### config.mk
export PLATFORM = sky130hd
export DESIGN_NAME = bch_lw_packer
export DESIGN_NICKNAME = d
export VERILOG_FILES = /design/src/rtl/bch_lw_packer.sv
export SDC_FILE = /design/constraint.sdc
export NUM_CORES = 1
export LEC_CHECK = 0
export BUFFER_PORTS_ARGS = -buffer_cell sky130_fd_sc_hd__buf_2
export CAP_MARGIN = 20
export CORE_UTILIZATION = 57
export CTS_CLUSTER_DIAMETER = 200
export CTS_CLUSTER_SIZE = 8
export DETAILED_ROUTE_END_ITERATION = 10
export PLACE_DENSITY = 0.83
export SLEW_MARGIN = 20
export SYNTH_ARGS = -nofsm -noshare
export SYNTH_HDL_FRONTEND = slang
export SYNTH_SLANG_ARGS = --single-unit
### constraint.sdc
create_clock -name clk -period 3.55 [get_ports clk]
set_clock_uncertainty 0.15 [all_clocks]
set_input_delay 0.1775 -clock clk [delete_from_list [all_inputs] [get_ports clk]]
set_output_delay 0.1775 -clock clk [all_outputs]
set_load 0.005 [all_outputs]
### src/rtl/bch_lw_packer.sv
module bch_lw_packer #(
  parameter int FRAME_BITS = 32,
  parameter int FRAMES     = 4
) (
  input  logic                  clk,
  input  logic                  rst,
  input  logic                  fsync,
  input  logic                  rx_bit,
  output logic                  tx_bit,
  input  logic                  mode_b1_hdlc,
  input  logic                  mode_b2_hdlc,
  output logic [8*FRAMES-1:0]   b1_rx_word,
  output logic [8*FRAMES-1:0]   b2_rx_word,
  output logic                  rx_valid,
  output logic [1:0]            d_rx,
  output logic                  d_valid,
  input  logic [1:0]            d_tx,
  input  logic                  tx_load,
  input  logic [8*FRAMES-1:0]   b1_tx_word,
  input  logic [8*FRAMES-1:0]   b2_tx_word,
  output logic                  tx_underrun
);
  localparam int W  = 8 * FRAMES;
  localparam int SW = $clog2(FRAME_BITS);
  localparam int FW = $clog2(FRAMES);

  logic          started, pend_full, d_first;
  logic [SW-1:0] slot_q;
  logic [FW-1:0] frm_q;
  logic [1:0]    mode_q;
  logic [W-1:0]  sh1, sh2, sh1_n, sh2_n;
  logic [W-1:0]  act1, act2, pend1, pend2;

  wire [SW-1:0] slot = fsync ? '0 : (slot_q == SW'(FRAME_BITS - 1) ? slot_q : slot_q + 1'b1);
  wire [FW-1:0] frm  = !fsync ? frm_q :
                       (!started || frm_q == FW'(FRAMES - 1)) ? '0 : frm_q + 1'b1;
  wire          live  = started | fsync;
  wire          bound = fsync && frm == '0;
  wire [1:0]    mode  = bound ? {mode_b2_hdlc, mode_b1_hdlc} : mode_q;

  wire in_b1 = live && slot < SW'(8);
  wire in_b2 = live && slot >= SW'(8) && slot < SW'(16);
  wire in_d  = live && (slot == SW'(16) || slot == SW'(17));
  wire last  = live && frm == FW'(FRAMES - 1) && slot == SW'(15);

  wire [2:0]    k    = slot[2:0];
  wire [FW-1:0] lane = FW'(FRAMES - 1) - frm;
  wire [FW+2:0] idx1 = {lane, mode[0] ? k : ~k};
  wire [FW+2:0] idx2 = {lane, mode[1] ? k : ~k};

  wire          swap  = bound && pend_full;
  wire [W-1:0]  act1_n = swap ? pend1 : act1;
  wire [W-1:0]  act2_n = swap ? pend2 : act2;

  always_comb begin
    sh1_n = sh1;
    sh2_n = sh2;
    if (in_b1) sh1_n[idx1] = rx_bit;
    if (in_b2) sh2_n[idx2] = rx_bit;
  end

  assign tx_bit = in_b1 ? act1_n[idx1] :
                  in_b2 ? act2_n[idx2] :
                  in_d  ? d_tx[slot[0]] : 1'b1;

  always_ff @(posedge clk) begin
    if (rst) begin
      started     <= 1'b0;
      slot_q      <= '0;
      frm_q       <= '0;
      mode_q      <= '0;
      sh1         <= '0;
      sh2         <= '0;
      b1_rx_word  <= '0;
      b2_rx_word  <= '0;
      rx_valid    <= 1'b0;
      d_first     <= 1'b0;
      d_rx        <= '0;
      d_valid     <= 1'b0;
      act1        <= '0;
      act2        <= '0;
      pend1       <= '0;
      pend2       <= '0;
      pend_full   <= 1'b0;
      tx_underrun <= 1'b0;
    end else begin
      if (fsync) started <= 1'b1;
      slot_q   <= slot;
      frm_q    <= frm;
      mode_q   <= mode;
      sh1      <= sh1_n;
      sh2      <= sh2_n;
      rx_valid <= last;
      if (last) begin
        b1_rx_word <= sh1_n;
        b2_rx_word <= sh2_n;
      end
      if (live && slot == SW'(16)) d_first <= rx_bit;
      d_valid <= live && slot == SW'(17);
      if (live && slot == SW'(17)) d_rx <= {rx_bit, d_first};
      act1 <= act1_n;
      act2 <= act2_n;
      if (tx_load) begin
        pend1 <= b1_tx_word;
        pend2 <= b2_tx_word;
      end
      pend_full <= tx_load | (pend_full & ~bound);
      if (bound) tx_underrun <= ~pend_full;
    end
  end
endmodule

Yosys cells after proc, flatten, opt, wreduce, memory -nomap -nowiden:

Cells that the tools add are included.

* flip-flop bits (word level): 273
* output and inout port bits: 70
* logic and storage cells: 83

* add/sub/neg operators: 3
* magnitude comparators: 8
* equal/unequal tests: 6
* muxes and demuxes: 26
* bitwise logic cells: 6
* reductions and logical operators: 16

Operators by type and width (number)
* $mux W32: 4
* $bwmux W32: 2
* $eq A5 B5 Y1 const B: 3
* $logic_and A1 B1 Y1: 12
* $lt A5 B6 Y1 const B: 2
* $bmux W1 S5: 2
* $demux W1 S5: 2
* $ge A5 B1 Y1 const B: 2
* $mux W5: 2
* $mux W1: 9
* $mux W2: 3
* $mux W3: 2
* $add A5 B1 Y5 const B: 1
* $eq A5 B4 Y1 const B: 1
* $ge A5 B4 Y1 const B: 1
* $lt A5 B4 Y1 const B: 1
* $lt A5 B5 Y1 const B: 1
* $eq A2 B2 Y1 const B: 2
* $not A3 Y3: 1
* $add A2 B1 Y2 const B: 1
* $logic_not A2 Y1: 1
* $logic_or A1 B1 Y1: 2
* $lt A1 B2 Y1 const B: 1
* $not A1 Y1: 2
* other kinds (4): 5

Logic depth before layout (Yosys ltp):

Gate-level depths: netlist of the first run.

* depth in word-level cells: 14
* depth in mapped cells: 12

Worst setup path after synthesis of the first run:

No wires, ideal clock.

* path type: flip-flop to output port
* from: register frm_q[0]
* to: output tx_bit
* arrival: 2.445 ns
* setup slack: 0.778 ns
* cell stages (with the launch flop): 12
* path buffers: 2
* cell sequence: dfxtp_1 -> ha_1 -> nand2b_1 -> a21oi_1 -> buf_6 -> buf_2 -> mux2i_1 -> a21oi_1 -> o31ai_1 -> o2111ai_1 -> nor4_1 -> o22ai_1

* longest elaborated chain between the ends: 12
* elaborated cells on any way between the ends: 20
* those cells by class: add/sub: 2; eq/ne: 1; mux: 13; reduce/logical: 4

RTL lines
* start, declared: line 29 `logic [FW-1:0] frm_q;`
* start signal, assigned: line 89 `frm_q <= frm;`
* branches (longest 3 deep; another with $add A2 B1 Y2)
* $mux W2 *: line 35 `wire [FW-1:0] frm = !fsync ? frm_q :`
* $logic_not A2 Y1: line 38 `wire bound = fsync && frm == '0;`
* $logic_and A1 B1 Y1: line 38
* $mux W2 / $logic_and A1 B1 Y1 (equally long branches): line 39, 51
* $mux W3 / $mux W32 (equally long branches): line 49, 53
* $bmux W1 S5: line 63 `in_b2 ? act2_n[idx2] :`
* $mux W1 (not written as such): line 63
* $mux W1: line 63
* $mux W1 *: line 62 `assign tx_bit = in_b1 ? act1_n[idx1] :`
* end, declared: line 9 `output logic tx_bit,`

Every way passes the cells marked *. The select of a mux whose other input is x is not followed.

Worst setup path after layout of the first run:

* from: register frm_q[1]
* to: output tx_bit

The elaborated chain is that of the path after synthesis.

==> run_results.csv, run 1 <==
group,metric,value,unit
status,run_status,"complete, but fails checks",
status,violations_in_the_final_reports,"setup timing",
clocking,cts.htree.levels,2,
logic_synthesis,yosysSeqAreaShare,49.5,%
cells_and_area,leading_cell_type_in_the_layout_fill_and_taps_excluded,"sky130_fd_sc_hd__nor2_1",
floorplanning,vertical_die_dimension,141,um
global_routing,globalRouteTotalUtil,35.2,%
setup_path,timing.setup.critical_path_class,"flop to output pin",
cells_and_area,final_cells,1668,
clocking,clock_sinks,273,
timing,worstMarginPinSlew,1.11,ns
timing,finalHoldViolCount,0,
min_path,hold_path_depth,2,
setup_path,ff2ff_path_depth,9,
floorplanning,fp.dieW,141,um
detailed_routing,route.final.wire_length,35500,um
floorplanning,rows,50,
power,power_density_of_the_placed_cells,490,nW/um^2
global_routing,globalRoute.totalOverflow,0,
logic_synthesis,synth-edff-count,0,
floorplanning,number_of_placed_i_o_pins,143,
global_routing,grt_first_pass_wirelength,54200,um
placed_design,dp_cells,1517,
placed_design,routabilityCongestion,0.970,
floorplanning,starting_density_of_the_core,58.6,%
logic_synthesis,async_reset_ff_share,0,%
min_path,min_path_type,"input pin to flop",
timing,fin_crit,3.76,ns
global_routing,antenna_found_initial,1,
clocking,clock_path_buffers,3,
cells_and_area,synthToLayoutAreaGrowth,33.9,%
cells_and_area,finish.instance_area,14800,um^2
placed_design,numPortBuffers,142,
clocking,clock_tree.root_cell,"sky130_fd_sc_hd__clkbuf_16",
logic_synthesis,synth-seq-cells,273,
timing,max-slew-margin-rel,26.0,%
cells_and_area,multiInputGateArea,5680,um^2
setup_path,cp-end-kind,"output pin",
global_routing,grt_start_max_net_pins,136,
timing,fin_crit_sh,106,%
floorplanning,core-area,18800,um^2
setup_path,timing.critical_path.arrival,3.43,ns
flow_run,max_cap_viols,0,
timing,grt_setup_unrepaired,"yes",
cells_and_area,final_net_count,1479,
logic_synthesis,synthesis.area_per_instance,9.51,um^2
logic_synthesis,post_syn_instances,1161,
logic_synthesis,synth.cell_area,11000,um^2
logic_synthesis,postSynth.topFlopCell,"sky130_fd_sc_hd__dfxtp_1",
setup_path,crit_path_start_kind,"flop",
setup_path,cpPeakStageDelay,0.36,ns
power,total_leakage_power,6.06,nW
global_routing,grt_pass1_vias,10200,
detailed_routing,vias_per_cell,6.06,
cells_and_area,fin_util,78.5,%
clocking,clock_latency,0.52,ns
logic_synthesis,postSynthNetCount,1236,
clocking,cts_tree,"yes",
timing,achievable_frequency,266,MHz
detailed_routing,num_vias,10100,
clocking,clock_transition_at_path_regs,0.05,ns
logic_synthesis,yosysUniqueCellTypes,64,
detailed_routing,ant_nets,0,
clocking,cts_inserted_buffers,40,
setup_path,required_time_worst_endpoint,3.22,ns
cells_and_area,regArea,5470,um^2
detailed_routing,detail_route.drc_violations,0,
detailed_routing,wire_per_inst,21.3,um
detailed_routing,detail_route.iter0.violations,987,
timing,slew_violations,0,
logic_synthesis,yosysWarningCount,0,
cells_and_area,post_route_cells_drive_above_1_share,25.1,%
cells_and_area,layout.cells.most_common_list,"sky130_fd_sc_hd__nor2_1 (297), sky130_fd_sc_hd__dfxtp_1 (271), sky130_fd_sc_hd__mux2i_1 (162)",
power,peakVddDrop,0.421,mV
cells_and_area,fillCellCount,1095,
setup_path,crit_path_top_delay_cell,"sky130_fd_sc_hd__mux2i_4",
timing,finalSetupViolations,1,
detailed_routing,drt_pass1_iterations,6,
setup_path,critPathMostFrequentCell,"sky130_fd_sc_hd__buf_12",
timing,final_critical_path_setup_slack,-0.209,ns
floorplanning,die_area,19900,um^2
setup_path,worstPathMaxFanout,5,
placed_design,place_hpwl,18300,um
placed_design,post_dp_cell_area,12100,um^2
setup_path,crit_path_cell_chain,"ha_4, nand2b_4, a21oi_4, buf_12, buf_8, buf_12, buf_16, buf_6, mux2i_4, nor2_1, o31a_1, nor4_4, o22ai_2, buf_2",
what timing repair did:
| item | CTS | global route |
|---|---|---|
| hold buffers | 67 | 0 |
| endpoints found under the hold margin | 67 | 0 |
| setup endpoints to repair | 1 | 1 |
| buffers inserted | 32 | 1 |
| pin swaps | 19 | 10 |
| cloned | 6 | 0 |
| gates resized for setup | 76 | 31 |
per-layer routing:
layer | vias up | wire [um] | share of wire [%] | track usage (%)
li1 | 4521 | - | - | -
met1 | 4775 | 13100 | 37 | 39.6
met2 | 593 | 17300 | 49 | 59.2
met3 | 219 | 2670 | 7.5 | 7.81
met4 | 0 | 2420 | 6.8 | 24.9
met5 | - | 0 | 0 | 0
worst paths after layout:
check                               start        endpoint  slack [ns]
worst max-delay path             frm_q[1]          tx_bit       -0.21
worst min-delay path                fsync       slot_q[4]        0.03
worst max register to register  mode_q[1]  b2_rx_word[28]        0.32
worst min register to register   act1[11]        act1[11]        0.34
logic make-up after synthesis:
kind of cell / share of synthesized area, %
AO/OA/AOI/OAI: 10.8
XOR/XNOR: 0.159
adder cells (fa/ha/maj): 0.227
buffers and inverters: 3.66
flip-flops: 49.5
multiplexers: 18.5
AND/OR/NAND/NOR: 17.1
stage by stage:
step | total power, mW | hold WS [ns] | TNS, ns | worst slack [ns]
floorplan | 3.55 | 0.174 | 0 | 0.778
global placement | 3.70 | 0.262 | 0 | 0.195
detailed placement | 3.71 | 0.271 | 0 | 0.193
CTS | 7.15 | 0.0193 | -0.00468 | -0.00468
global route | 7.41 | 0.0637 | -0.268 | -0.268
finish | 7.24 | 0.0312 | -0.209 | -0.209
where the power goes:
part	total, mW	switching [mW]	leakage, nW	internal, mW
sequential	3.20	0.0653	2.22	3.14
combinational	0.678	0.378	3.32	0.300
clock	3.36	1.32	0.529	2.04
synth_stat cells (all sizes together), types with 2 or more instances:
cell | n | area (um^2)
mux2 | 8 | 90.1
nand2 | 57 | 219
clkbuf | 43 | 161
nand2b | 6 | 37.5
a21oi | 23 | 115
o21ai | 11 | 55.1
nor2b | 11 | 68.8
o221ai | 9 | 78.8
or3b | 2 | 17.5
or3 | 2 | 17.5
nand3b | 2 | 15.0
and2 | 3 | 18.8
inv | 2 | 7.51
a31oi | 3 | 18.8
o22a | 8 | 70.1
o311ai | 2 | 17.5
buf | 40 | 235
or2 | 3 | 18.8
ha | 2 | 25.0
a32oi | 3 | 26.3
nor2 | 302 | 1140
a211oi | 66 | 495
a221oi | 5 | 56.3
nand3 | 15 | 80.1
a22oi | 8 | 97.6
mux2i | 195 | 1950
nor4 | 4 | 31.3
o211ai | 2 | 15.0
o21a | 3 | 22.5
nor3 | 19 | 135
dfxtp | 273 | 5470
and4 | 3 | 26.3
o22ai | 11 | 75.1
critical path: cells and delay by family, from the launching register on:
family | cells | cell delay [ns]
buffers and inverters | 6 | 0.78
AO/OA/AOI/OAI | 3 | 0.72
AND/OR/NAND/NOR | 3 | 0.46
multiplexers | 1 | 0.36
flip-flops | 1 | 0.33
adder cells (fa/ha/maj) | 1 | 0.25
registers in the layout (all words and copies together) (netlist names):
| signal | flops |
|---|---|
| tx_underrun | 1 |
| rx_valid | 1 |
| mode_q | 2 |
| pend1 | 32 |
| act1 | 32 |
| sh1 | 32 |
| b1_rx_word | 32 |
| b2_rx_word | 32 |
| d_first | 1 |
| d_valid | 1 |
| slot_q | 5 |
| started | 1 |
| sh2 | 32 |
| frm_q | 2 |
| pend2 | 32 |
| d_rx | 2 |
| pend_full | 1 |
| act2 | 32 |
layout make-up:
class | count | area share (%)
Antenna cell | 1 | 0.0169
Clock buffer | 42 | 6.97
Sequential cell | 273 | 37.0
Clock inverter | 3 | 0.372
Timing Repair Buffer | 284 | 14.9
Inverter | 2 | 0.0508
Tap cell | 260 | 2.20
Multi-Input combinational cell | 803 | 38.4
No activity file was read; power rests on OpenSTA's default activity.
==> run 2: changes to the inputs <==
--- a/config.mk
+++ b/config.mk
@@ -7,11 +7,12 @@
 export LEC_CHECK = 0
 export BUFFER_PORTS_ARGS = -buffer_cell sky130_fd_sc_hd__buf_2
 export CAP_MARGIN = 20
-export CORE_UTILIZATION = 57
+export CORE_UTILIZATION = 60
+export CTS_BUF_LIST = sky130_fd_sc_hd__clkbuf_4 sky130_fd_sc_hd__clkbuf_8
 export CTS_CLUSTER_DIAMETER = 200
 export CTS_CLUSTER_SIZE = 8
 export DETAILED_ROUTE_END_ITERATION = 10
-export PLACE_DENSITY = 0.83
+export PLACE_DENSITY = 0.86
 export SLEW_MARGIN = 20
 export SYNTH_ARGS = -nofsm -noshare
 export SYNTH_HDL_FRONTEND = slang
==> run_results.csv, run 2 (same netlist as run 1, synthesis figures left out) <==
group,metric,value,unit
detailed_routing,drt_pass1_iterations,8,
floorplanning,rows,49,
cells_and_area,final_net_count,1469,
timing,grt_setup_unrepaired,"yes",
clocking,clock_tree.root_cell,"sky130_fd_sc_hd__clkbuf_8",
timing,slew_violations,0,
clocking,cts_tree,"yes",
setup_path,crit_path_top_delay_cell,"sky130_fd_sc_hd__o311ai_2",
global_routing,grt.busiest_layer,"met2",
min_path,min_path_type,"input pin to flop",
status,run_status,"complete, but fails checks",
floorplanning,core-area,18000,um^2
timing,fin_tns_setup,-0.443,ns
timing,achievable_frequency,250,MHz
detailed_routing,vias_per_cell,6.19,
global_routing,globalRouteTotalUtil,33.0,%
floorplanning,fp.dieW,138,um
clocking,cts.htree.levels,2,
detailed_routing,detail_route.drc_violations,0,
detailed_routing,wire_per_inst,21.3,um
detailed_routing,ant_nets,0,
setup_path,cpPeakStageDelay,0.54,ns
clocking,cts_inserted_buffers,40,
floorplanning,number_of_placed_i_o_pins,143,
timing,worstMarginPinSlew,1.10,ns
timing,max-slew-margin-rel,26.6,%
timing,final_critical_path_setup_slack,-0.443,ns
floorplanning,die_area,18900,um^2
placed_design,post_dp_cell_area,12000,um^2
global_routing,grt_start_max_net_pins,110,
setup_path,cp-end-kind,"output pin",
placed_design,numPortBuffers,142,
placed_design,place_worst_setup_slack,0.128,ns
floorplanning,starting_density_of_the_core,61.3,%
flow_run,max_cap_viols,0,
clocking,clock_sinks,273,
clocking,clock_transition_at_path_regs,0.06,ns
floorplanning,vertical_die_dimension,138,um
global_routing,globalRoute.totalOverflow,0,
setup_path,worstPathMaxFanout,14,
global_routing,grt_util_met1,39.3,%
global_routing,grt_first_pass_wirelength,48300,um
cells_and_area,layout.cells.most_common_list,"sky130_fd_sc_hd__nor2_1 (297), sky130_fd_sc_hd__dfxtp_1 (269), sky130_fd_sc_hd__mux2i_1 (169)",
placed_design,routabilityCongestion,0.952,
clocking,clock_latency,0.57,ns
placed_design,place_hpwl,17900,um
placed_design,dp_cells,1480,
power,power_density_of_the_placed_cells,430,nW/um^2
timing,fin_crit_sh,112,%
cells_and_area,leading_cell_type_in_the_layout_fill_and_taps_excluded,"sky130_fd_sc_hd__nor2_1",
setup_path,crit_path_start_kind,"flop",
cells_and_area,finish.instance_area,14100,um^2
cells_and_area,antenna-diode-count,0,
clocking,clock_path_buffers,3,
power,peakVddDrop,0.321,mV
global_routing,antenna_found_initial,1,
setup_path,crit_path_cell_chain,"ha_4, or2_1, o21ai_1, a22oi_4, o22ai_1, o311ai_2, o2111ai_2, nor4_4, o22ai_2, buf_2",
global_routing,groute.layer.met3.usage,7.58,%
setup_path,required_time_worst_endpoint,3.22,ns
setup_path,timing.setup.critical_path_class,"flop to output pin",
timing,finalSetupViolations,1,
detailed_routing,route.final.wire_length,34700,um
timing,fin_crit,3.99,ns
global_routing,grt_pass1_vias,9477,
cells_and_area,fin_util,78.4,%
cells_and_area,synthToLayoutAreaGrowth,28.0,%
global_routing,grt.met2_usage,54.3,%
cells_and_area,fillCellCount,1037,
cells_and_area,post_route_cells_drive_above_1_share,24.8,%
timing,finalHoldViolCount,0,
cells_and_area,final_cells,1626,
status,violations_in_the_final_reports,"setup timing",
detailed_routing,num_vias,10100,
setup_path,reg2reg_setup_slack,0.33,ns
detailed_routing,detail_route.iter0.violations,1143,
power,total_leakage_power,5.79,nW
setup_path,timing.critical_path.arrival,3.67,ns
setup_path,critPathTopFamily,"compound AO/OA/AOI/OAI gates",
setup_path,critical_path_buf_inv_count,1,
[run 2: routing by layer]
metal	routed length [um]	part of all wire, %
met2	16500	47
met1	12800	37
met4	2160	6.2
met3	3260	9.4
met5	0	0
[run 2: path summary, 6_finish.rpt]
path	from	endpoint	depth (start not counted)
min reg2reg	sh2[17]	sh2[17]	2
min	rst	sh2[14]	2
max reg2reg	started	b2_rx_word[20]	9
max	slot_q[0]	tx_bit	10
[run 2: area by class of cell]
| cell class | instances | area (um^2) | share of cell area, % |
|---|---|---|---|
| timing repair buffer | 272 | 2030 | 14.4 |
| tap | 229 | 287 | 2.03 |
| clock inverter | 3 | 31.3 | 0.221 |
| sequential | 273 | 5470 | 38.7 |
| multi-input combinational | 805 | 5720 | 40.5 |
| inverter | 2 | 7.51 | 0.0531 |
| clock buffer | 42 | 572 | 4.05 |
[run 2: what timing repair did]
| item | in CTS | in global routing |
|---|---|---|
| hold endpoints to repair | 67 | 0 |
| buffers inserted | 16 | 12 |
| setup endpoints to repair | 1 | 1 |
| pin swaps | 10 | 19 |
| hold buffers | 68 | 0 |
| cloned | 4 | 2 |
| gates resized for setup | 36 | 70 |
[run 2: stage by stage]
stage                     hold slack, ns  power (mW)
after floorplan                    0.174        3.55
after CTS                         0.0680        5.93
final                             0.0671        6.07
after global routing              0.0986        6.25
after detailed placement           0.271        3.70
after global placement             0.263        3.69
[run 2: power breakdown]
group,internal (mW),total (mW),switching (mW)
clock,1.06,2.21,1.16
sequential,3.13,3.19,0.0660
combinational,0.285,0.663,0.378
total,4.47,6.07,1.60
